==> src/rtl/ber_pkg.sv <==
// Shared types for the sync-gated bit error tally.
// Assumes nothing beyond IEEE 1800-2017 packages.
package ber_pkg;

    // Gate state: counting is enabled only in GATE_OPEN.
    typedef enum logic {
        GATE_SHUT = 1'b0,
        GATE_OPEN = 1'b1
    } gate_state_t;

endpackage

==> src/rtl/ber_sync_hunt.sv <==
// Sync word search over the measured bit stream.
// Shifts in each consumed bit while searching. It raises `hit` combinationally
// on a pair that completes an exact match of the last L bits against the
// low L bits of the word. L is limited to SYNC_MAX.
// A match needs at least L bits seen since the last reset or clear.
// Assumes SYNC_MAX >= 2.
module ber_sync_hunt #(
    parameter int SYNC_MAX = 32,
    parameter int LEN_W    = $clog2(SYNC_MAX + 1)
) (
    input  logic                clk,
    input  logic                rst_n,
    input  logic                clear,
    input  logic                search_en,
    input  logic                take,
    input  logic                bit_in,
    input  logic [SYNC_MAX-1:0] word,
    input  logic [LEN_W-1:0]    len,
    output logic                hit
);

    localparam logic [LEN_W-1:0] LEN_CAP = LEN_W'(SYNC_MAX);

    logic [SYNC_MAX-1:0] hist_q;
    logic [SYNC_MAX-1:0] window;
    logic [SYNC_MAX-1:0] mask;
    logic [LEN_W-1:0]    fill_q;
    logic [LEN_W-1:0]    eff_len;
    logic [LEN_W:0]      fill_after;
    logic                fill_ok;
    logic                shift_en;

    // Limit the requested length to the window size.
    always_comb eff_len = (len > LEN_CAP) ? LEN_CAP : len;

    // One mask bit per window position, set below the effective length.
    for (genvar i = 0; i < SYNC_MAX; i++) begin : g_mask
        assign mask[i] = (LEN_W'(i) < eff_len);
    end

    // Window as it stands once the incoming bit is included.
    always_comb window = {hist_q[SYNC_MAX-2:0], bit_in};

    // Enough history, including the incoming bit, to cover the length.
    always_comb begin
        fill_after = {1'b0, fill_q} + {{LEN_W{1'b0}}, 1'b1};
        fill_ok    = fill_after >= {1'b0, eff_len};
    end

    always_comb shift_en = search_en && take && !clear;

    // Match decision on the pair being consumed this cycle.
    always_comb hit = shift_en && fill_ok && (((window ^ word) & mask) == '0);

    // History shift register and fill counter, restarted by clear.
    always_ff @(posedge clk) begin
        if (!rst_n || clear) begin
            hist_q <= '0;
            fill_q <= '0;
        end else if (shift_en) begin
            hist_q <= window;
            if (fill_q != LEN_CAP) begin
                fill_q <= fill_q + 1'b1;
            end
        end
    end

endmodule

==> src/rtl/ber_gate_fsm.sv <==
// Two-state gate. It opens on a sync hit and closes only on clear.
// Assumes `hit` is asserted only while the gate is shut.
module ber_gate_fsm
    import ber_pkg::*;
(
    input  logic clk,
    input  logic rst_n,
    input  logic clear,
    input  logic hit,
    output logic is_open
);

    gate_state_t state_q;
    gate_state_t state_d;

    // Next-state choice; clear wins over a hit.
    always_comb begin
        state_d = state_q;
        if (clear) begin
            state_d = GATE_SHUT;
        end else if (state_q == GATE_SHUT && hit) begin
            state_d = GATE_OPEN;
        end
    end

    // State register.
    always_ff @(posedge clk) begin
        if (!rst_n) begin
            state_q <= GATE_SHUT;
        end else begin
            state_q <= state_d;
        end
    end

    always_comb is_open = (state_q == GATE_OPEN);

endmodule

==> src/rtl/ber_sat_counter.sv <==
// Saturating up-counter with synchronous zeroing.
// Holds at all ones. Clear takes priority over increment.
module ber_sat_counter #(
    parameter int W = 32
) (
    input  logic         clk,
    input  logic         rst_n,
    input  logic         clr,
    input  logic         inc,
    output logic [W-1:0] count
);

    localparam logic [W-1:0] TOP = '1;

    // Count register with saturation at TOP.
    always_ff @(posedge clk) begin
        if (!rst_n || clr) begin
            count <= '0;
        end else if (inc && count != TOP) begin
            count <= count + 1'b1;
        end
    end

endmodule

==> src/rtl/ber_xor_tally.sv <==
// Sync-gated XOR error tally.
// ref_bit is the reference and dut_bit the measured bit. The streams are
// assumed aligned. A pair is consumed when both valids are high. After the
// sync word has been found on dut_bit, each pair is XORed into an error
// count or a correct count. Numerator and denominator of the error rate are
// exposed; the division is done outside.
module ber_xor_tally #(
    parameter int CNT_W    = 32,
    parameter int SYNC_MAX = 32,
    parameter int LEN_W    = $clog2(SYNC_MAX + 1)
) (
    input  logic                clk,
    input  logic                rst_n,
    input  logic                clear,
    input  logic                ref_bit,
    input  logic                ref_valid,
    input  logic                dut_bit,
    input  logic                dut_valid,
    input  logic [SYNC_MAX-1:0] sync_word,
    input  logic [LEN_W-1:0]    sync_len,
    output logic                gate_open,
    output logic [CNT_W-1:0]    err_count,
    output logic [CNT_W-1:0]    ok_count,
    output logic [CNT_W-1:0]    ber_num,
    output logic [CNT_W:0]      ber_den
);

    logic take;
    logic hit;
    logic tally_en;
    logic diff;

    // A pair exists only when both streams present a bit.
    always_comb take = ref_valid && dut_valid;

    ber_sync_hunt #(
        .SYNC_MAX (SYNC_MAX),
        .LEN_W    (LEN_W)
    ) u_hunt (
        .clk       (clk),
        .rst_n     (rst_n),
        .clear     (clear),
        .search_en (!gate_open),
        .take      (take),
        .bit_in    (dut_bit),
        .word      (sync_word),
        .len       (sync_len),
        .hit       (hit)
    );

    ber_gate_fsm u_gate (
        .clk     (clk),
        .rst_n   (rst_n),
        .clear   (clear),
        .hit     (hit),
        .is_open (gate_open)
    );

    // Classify the pair: counting only behind an open gate and without clear.
    always_comb begin
        tally_en = gate_open && take && !clear;
        diff     = ref_bit ^ dut_bit;
    end

    ber_sat_counter #(.W(CNT_W)) u_err (
        .clk   (clk),
        .rst_n (rst_n),
        .clr   (clear),
        .inc   (tally_en && diff),
        .count (err_count)
    );

    ber_sat_counter #(.W(CNT_W)) u_ok (
        .clk   (clk),
        .rst_n (rst_n),
        .clr   (clear),
        .inc   (tally_en && !diff),
        .count (ok_count)
    );

    // Ratio terms; the sum is one bit wider so it never wraps.
    always_comb begin
        ber_num = err_count;
        ber_den = {1'b0, err_count} + {1'b0, ok_count};
    end

endmodule

==> config.mk <==
export PLATFORM = sky130hd
export DESIGN_NAME = ber_xor_tally
export DESIGN_NICKNAME = d
export VERILOG_FILES = /design/src/rtl/ber_pkg.sv /design/src/rtl/ber_sync_hunt.sv /design/src/rtl/ber_gate_fsm.sv /design/src/rtl/ber_sat_counter.sv /design/src/rtl/ber_xor_tally.sv
export SDC_FILE = /design/constraint.sdc
export NUM_CORES = 1
export LEC_CHECK = 0
export BUFFER_PORTS_ARGS = -buffer_cell sky130_fd_sc_hd__buf_2
export CORE_ASPECT_RATIO = 1.75
export CORE_UTILIZATION = 50
export DETAILED_ROUTE_END_ITERATION = 7
export GPL_ROUTABILITY_DRIVEN = 0
export PLACE_DENSITY = 0.78
export SYNTH_ARGS = -nofsm -noshare
export SYNTH_HDL_FRONTEND = slang
export SYNTH_HIERARCHICAL = 1
export SYNTH_SLANG_ARGS = --single-unit
==> constraint.sdc <==
create_clock -name clk -period 2.56 [get_ports clk]
set_clock_uncertainty 0.1 [all_clocks]
set_input_delay 0.384 -clock clk [delete_from_list [all_inputs] [get_ports clk]]
set_output_delay 0.384 -clock clk [all_outputs]
set_load 0.005 [all_outputs]
* Word-level counts from Yosys, hierarchy flattened
Index checks and enable logic that the tools add are counted.
** Storage, ports and cells
- Output and inout port bits :: 130
- Flip-flop bits (word level) :: 102
- Word-level logic and storage cells :: 73
** Cells by class
- Mux-type cells :: 1
- Reduce and logical (&&, ||, !) cells :: 20
- Eq/ne operators :: 3
- Bitwise logic cells :: 5
- Add/subtract/negate cells :: 5
- $lt $le $gt $ge :: 34
** Operator list (count)
- $lt A5 B6 Y1 const A :: 16
- $add A32 B1 Y32 const B :: 2
- $ne A32 B32 Y1 const B :: 2
- $lt A4 B6 Y1 const A :: 8
- $add A32 B32 Y33 :: 1
- $and A32 B32 Y32 :: 1
- $logic_not A32 Y1 :: 1
- $xor A32 B32 Y32 :: 1
- $lt A3 B6 Y1 const A :: 4
- $logic_and A1 B1 Y1 :: 12
- $lt A1 B6 Y1 const A :: 2
- $lt A2 B6 Y1 const A :: 2
- $add A6 B1 Y7 const B :: 1
- $ge A7 B6 Y1 :: 1
- $add A6 B1 Y6 const B :: 1
- $gt A6 B6 Y1 const B :: 1
- $mux W6 :: 1
- $ne A6 B6 Y1 const B :: 1
- $logic_not A1 Y1 :: 4
- $not A1 Y1 :: 2
- $reduce_and A2 Y1 :: 1
- $reduce_or A2 Y1 :: 1
- $logic_or A1 B1 Y1 :: 1
- $xor A1 B1 Y1 :: 1

* Depth between registers and ports, before layout
- Depth in word-level cells :: 7
- Mapped depth :: 12
- Gate-level depth less buffers :: 11

* Hierarchy
The synthesis kept the hierarchy.
** Modules (own cells, without submodules)
- ber_sat_counter :: times used 2, sequential area each 640.6 µm², area an instance 1667.8 µm², cells each 195
- ber_sync_hunt :: times used 1, sequential area each 740.7 µm², area an instance 2248.4 µm², cells each 303
- ber_xor_tally :: times used 1, sequential area each 0.0 µm², area an instance 2060.7 µm², cells each 279
- ber_gate_fsm :: times used 1, sequential area each 20.0 µm², area an instance 36.3 µm², cells each 3

* Worst setup path before layout
OpenSTA, ideal clock, no wires.
- Path kind :: reg-to-output
- From :: register u_ok.count[0]
- To :: output port ber_den[14]
- Stages on the path, launching flop included :: 10
- Arrival :: 2249 ps
- Slack :: -173 ps
- Cell sequence :: dfxtp_1 -> ha_1 -> fa_1 -> a21o_2 -> a221oi_2 -> o21ai_1 -> a21oi_1 -> o21bai_1 -> a21oi_1 -> xnor2_1
** On the way
- Longest elaborated chain between the ends :: 1
** RTL lines
- start: declaration :: RTL line ber_sat_counter.sv:10 : output logic [W-1:0] count
- start signal: assignment :: RTL line ber_sat_counter.sv:20 : count <= count + 1'b1;
- $add A32 B32 Y33 :: RTL line ber_xor_tally.sv:84 : ber_den = {1'b0, err_count} + {1'b0, ok_count};
- end: declaration :: RTL line ber_xor_tally.sv:25 : output logic [CNT_W:0] ber_den
Every way passes these cells.

* Worst setup path after layout
- From :: register u_ok.count[5]
- To :: output port ber_den[31]
The elaborated chain is that of the path after synthesis.

==> flow_summary.rst <==
.. list-table::
   :header-rows: 1

   * - Metric
     - Value
   * - Syn Inst Count
     - 975
   * - Wire length on met1
     - 9713 um
   * - Syn-to-layout area delta
     - 35.93%
   * - Core ar.
     - 14,910 um^2
   * - Vias/cell
     - 6.376
   * - Sequential group share of total power
     - 49.9%
   * - Highest metal layer with signal wires
     - met5
   * - Most common cell after layout, fill and taps aside
     - sky130_fd_sc_hd__buf_2
   * - Library cell used as clock root buffer
     - sky130_fd_sc_hd__clkbuf_16
   * - Violations in the final reports
     - negative setup slack
   * - Average routed wire per standard cell
     - 22.05 um
   * - Total global routing track utilization
     - 37.01%
   * - Required time worst endpoint
     - 2080 ps
   * - Crit path largest cell delay
     - 390 ps
   * - Register bit count reported by yosys
     - 102
   * - Pre-CTS setup slack
     - -224.3 ps
   * - Final count of negative-setup-slack endpoints
     - 29
   * - Final slew viol count
     - 0
   * - Slowest-stage cell, CP
     - sky130_fd_sc_hd__o41ai_4
   * - Final worst slack
     - -714.8 ps
   * - Number of max-cap violations
     - 0
   * - CP delay by family, top
     - compound AO/OA/AOI/OAI gates
   * - Largest net degree at the start of global routing
     - 33
   * - Sum of met3 wire segment lengths after detailed routing
     - 3771 um
   * - Static Leakage
     - 4.610 nW
   * - Maximum ir drop on the vdd rail
     - 0.0002832 V
   * - Distinct cell type count after synthesis
     - 84
   * - Async S/R FF share, synth
     - 0%
   * - Min cycle time layout
     - 3275 ps
   * - Power density cells
     - 303.5 nW/um^2
   * - Total clock buffers created by CTS
     - 9
   * - Utilization of the core after routing
     - 70.02%
   * - DRC violations left
     - 0
   * - Crit-path most repeated cell
     - sky130_fd_sc_hd__a211oi_2
   * - WL met2
     - 14,830 um
   * - Count of antenna-violating nets left after detailed routing
     - 0
   * - Tightest Pin Transition
     - 589.5 ps
   * - IO Pins
     - 175
   * - Synthesized area per cell
     - 7.878 um^2
   * - H-tree depth
     - 3
   * - Switching power total
     - 0.8149 mW
   * - CP max FO
     - 5
   * - Drt initial violations
     - 816
   * - Number of sinks handled by clock tree synthesis
     - 102
   * - CTS tree
     - done
   * - Cell-by-cell listing of the critical path
     - ha_2, nand2_1, a211oi_2, a211oi_2, o41ai_4, buf_4, a41oi_2, o21ai_1, xor2_1, buf_2
   * - Design internal power
     - 2.354 mW
   * - Horizontal die dimension
     - 95.70 um
   * - Initial cell density of the core
     - 51.51%
   * - Total vias in the final route
     - 9,188
   * - Leading register cell type out of synthesis
     - sky130_fd_sc_hd__dfxtp_1
   * - Clock-pin slew reported for the worst setup and hold paths after clock tree synthesis
     - 80 ps
   * - Critical path startpoint category
     - flip-flop
   * - Number of core rows
     - 59
   * - Proportion of total power due to net switching
     - 25.71%
   * - Wire length of the first global-routing pass
     - 44,630 um
   * - Total standard cell area after synthesis
     - 7681 um^2
   * - Unrepaired setup endpoints after global routing
     - yes
   * - Number of antenna violations at the first check in global routing
     - 3
   * - Clock insertion delay at the later pin of the skew report
     - 360 ps
   * - Detailed-router iteration count before antenna repair
     - 5
   * - Most used cells in the layout excluding fill and tap cells
     - sky130_fd_sc_hd__buf_2, sky130_fd_sc_hd__buf_4, sky130_fd_sc_hd__nand2_1, sky130_fd_sc_hd__a21oi_1, sky130_fd_sc_hd__dfxtp_1
   * - Data arrival time of the critical path
     - 2790 ps
   * - Worst path bufs/invs
     - 2
   * - Worst slew slack as a fraction of its limit
     - 60.34%
   * - Endpoint kind of the worst setup timing path
     - output pin
   * - Category of the critical setup timing path
     - flip-flop to output pin
   * - Part of the total power dissipated in the clock network
     - 43.5%
   * - Max Clock Freq
     - 305.4 MHz
   * - Sequential-to-total area share from yosys stat
     - 26.58%
   * - Final clock period utilization by the worst path
     - 127.9%
   * - Buffers from clock root to sink, at most
     - 2
   * - Vert. Die Dim
     - 166.0 um
   * - Number of buffer cells added on primary ports
     - 174
   * - Outcome
     - finished with violations
   * - Warning count from the yosys run
     - 6
   * - Post-Route WL
     - 31,770 um
   * - Die area
     - 15,880 um^2
   * - Total count of hold-check failures in the final report
     - 0
   * - Portion of total power attributed to combinational logic
     - 6.7%
   * - Synthesized netlist net count
     - 1,062
   * - Fraction of final layout cells with drive strength greater than 1
     - 38.96%
   * - Dpl hpwl
     - 20,150 um
   * - Via count of the first global-routing pass
     - 8,605
   * - Final #Nets
     - 1,337
   * - Tightest Hold Check Type
     - primary input to flip-flop
   * - EDFF count, synth
     - 0
   * - GRT overflow
     - 0
[power by group through the flow]
stage / combinational [mW] / clock [mW] / sequential (mW)
2_1_floorplan: 0.121 / 0 / 1.62
3_3_place_gp: 0.196 / 0 / 1.62
3_5_place_dp: 0.199 / 0 / 1.62
4_1_cts: 0.200 / 1.37 / 1.59
5_1_grt: 0.227 / 1.45 / 1.58
6_report: 0.212 / 1.38 / 1.58
[final timing paths]
path / slack [ps] / from / to / cells past startpoint
worst min-delay path: 210 / dut_bit / u_hunt/hist_q[0] / 3
worst max-delay path: -710 / u_ok/count[5] / ber_den[31] / 10
worst max register to register: -20 / u_err/count[16] / u_err/count[9] / 6
worst min register to register: 380 / u_hunt/hist_q[30] / u_hunt/hist_q[30] / 2
[registers in the layout, indices dropped and copies added, names as in the netlist]
name and cells:
u_err/count 32, u_ok/count 32, u_gate/is_open 1, u_hunt/hist_q 31, u_hunt/fill_q 6
[metrics by stage]
stage	std cells	cell area [um^2]	power (mW)	setup TNS (ps)	hold slack (ps)
final	1441	10440	3.169	-13910	211.2
after global routing	1440	10440	3.258	-16910	219.2
after CTS	1424	9998	3.154	-10470	207.0
after detailed placement	1401	9403	1.823	-2208	365.6
after global placement	1401	9403	1.820	-1898	360.8
after floorplan	975	7710	1.745	-45.29	348.1
[layer usage]
layer | global-route usage [%] | vias up
li1 | - | 4078
met1 | 33.70 | 4227
met2 | 59.97 | 642
met3 | 15.89 | 239
met4 | 33.74 | 2
met5 | 0 | -
[timing repair]
item | in CTS | in global routing
endpoints found under the setup margin | 27 | 40
buffers inserted | 8 | 16
resized for setup | 44 | 74
pin swaps | 24 | 36
hold buffers | 0 | 0
[final cells by class]
type                    count  area [um^2]
clock inverters             6        43.79
repair buffers            339         2155
flip-flops and latches    102         2095
multi-input cells         776         5590
inverters                  22        82.58
clock buffers              10        239.0
fillers                  1155         4471
diodes                      3        7.507
well taps                 183        229.0
[logic make-up (layout without fill, tap and decap cells)]
family / after synthesis / count (layout) / synth area share (%)
simple gates: 375 / 375 / 25.61
other cells: 0 / 3 / 0
xor+xnor: 94 / 94 / 10.72
compound gates: 265 / 265 / 22.69
flops: 102 / 102 / 26.58
buf+inv: 97 / 377 / 7.460
fa+ha+maj: 42 / 42 / 6.939
[synth_stat cells (7+ instances only)]
cell	number	area, um^2
sky130_fd_sc_hd__ha_1	41	513.0
sky130_fd_sc_hd__inv_1	21	78.83
sky130_fd_sc_hd__a211oi_1	10	75.07
sky130_fd_sc_hd__and4_1	12	105.1
sky130_fd_sc_hd__or4_1	20	150.1
sky130_fd_sc_hd__or3_1	17	106.4
sky130_fd_sc_hd__nand2_1	137	514.2
sky130_fd_sc_hd__a31oi_1	7	43.79
sky130_fd_sc_hd__nor4_1	9	56.30
sky130_fd_sc_hd__o211ai_1	9	67.56
sky130_fd_sc_hd__buf_4	34	255.2
sky130_fd_sc_hd__buf_2	7	35.03
sky130_fd_sc_hd__o21ai_1	8	40.04
sky130_fd_sc_hd__clkbuf_1	20	75.07
sky130_fd_sc_hd__o31ai_1	19	142.6
sky130_fd_sc_hd__nor2b_1	7	43.79
sky130_fd_sc_hd__nor3_1	12	60.06
sky130_fd_sc_hd__nand4_1	24	150.1
sky130_fd_sc_hd__and3_1	7	43.79
sky130_fd_sc_hd__a21o_1	10	75.07
sky130_fd_sc_hd__a21oi_1	114	570.6
sky130_fd_sc_hd__o21ai_0	31	155.2
sky130_fd_sc_hd__dfxtp_1	102	2042
sky130_fd_sc_hd__xnor2_1	61	534.3
sky130_fd_sc_hd__nor2_1	66	247.7
sky130_fd_sc_hd__nand3_1	26	130.1
sky130_fd_sc_hd__nand2b_1	8	50.05
sky130_fd_sc_hd__o21bai_1	7	52.55
sky130_fd_sc_hd__xor2_1	33	289.0
sky130_fd_sc_hd__buf_6	7	78.83
[worst register-to-register path, cell delays in order (launching register included)]
cell and delay [ps]:
sky130_fd_sc_hd__dfxtp_2 460, sky130_fd_sc_hd__buf_4 200, sky130_fd_sc_hd__nand4_1 170, sky130_fd_sc_hd__or4_1 670, sky130_fd_sc_hd__o211ai_1 520, sky130_fd_sc_hd__o21ai_0 190
sky130_fd_sc_hd__a21oi_1 200
Power figures use the tool's default switching activity.
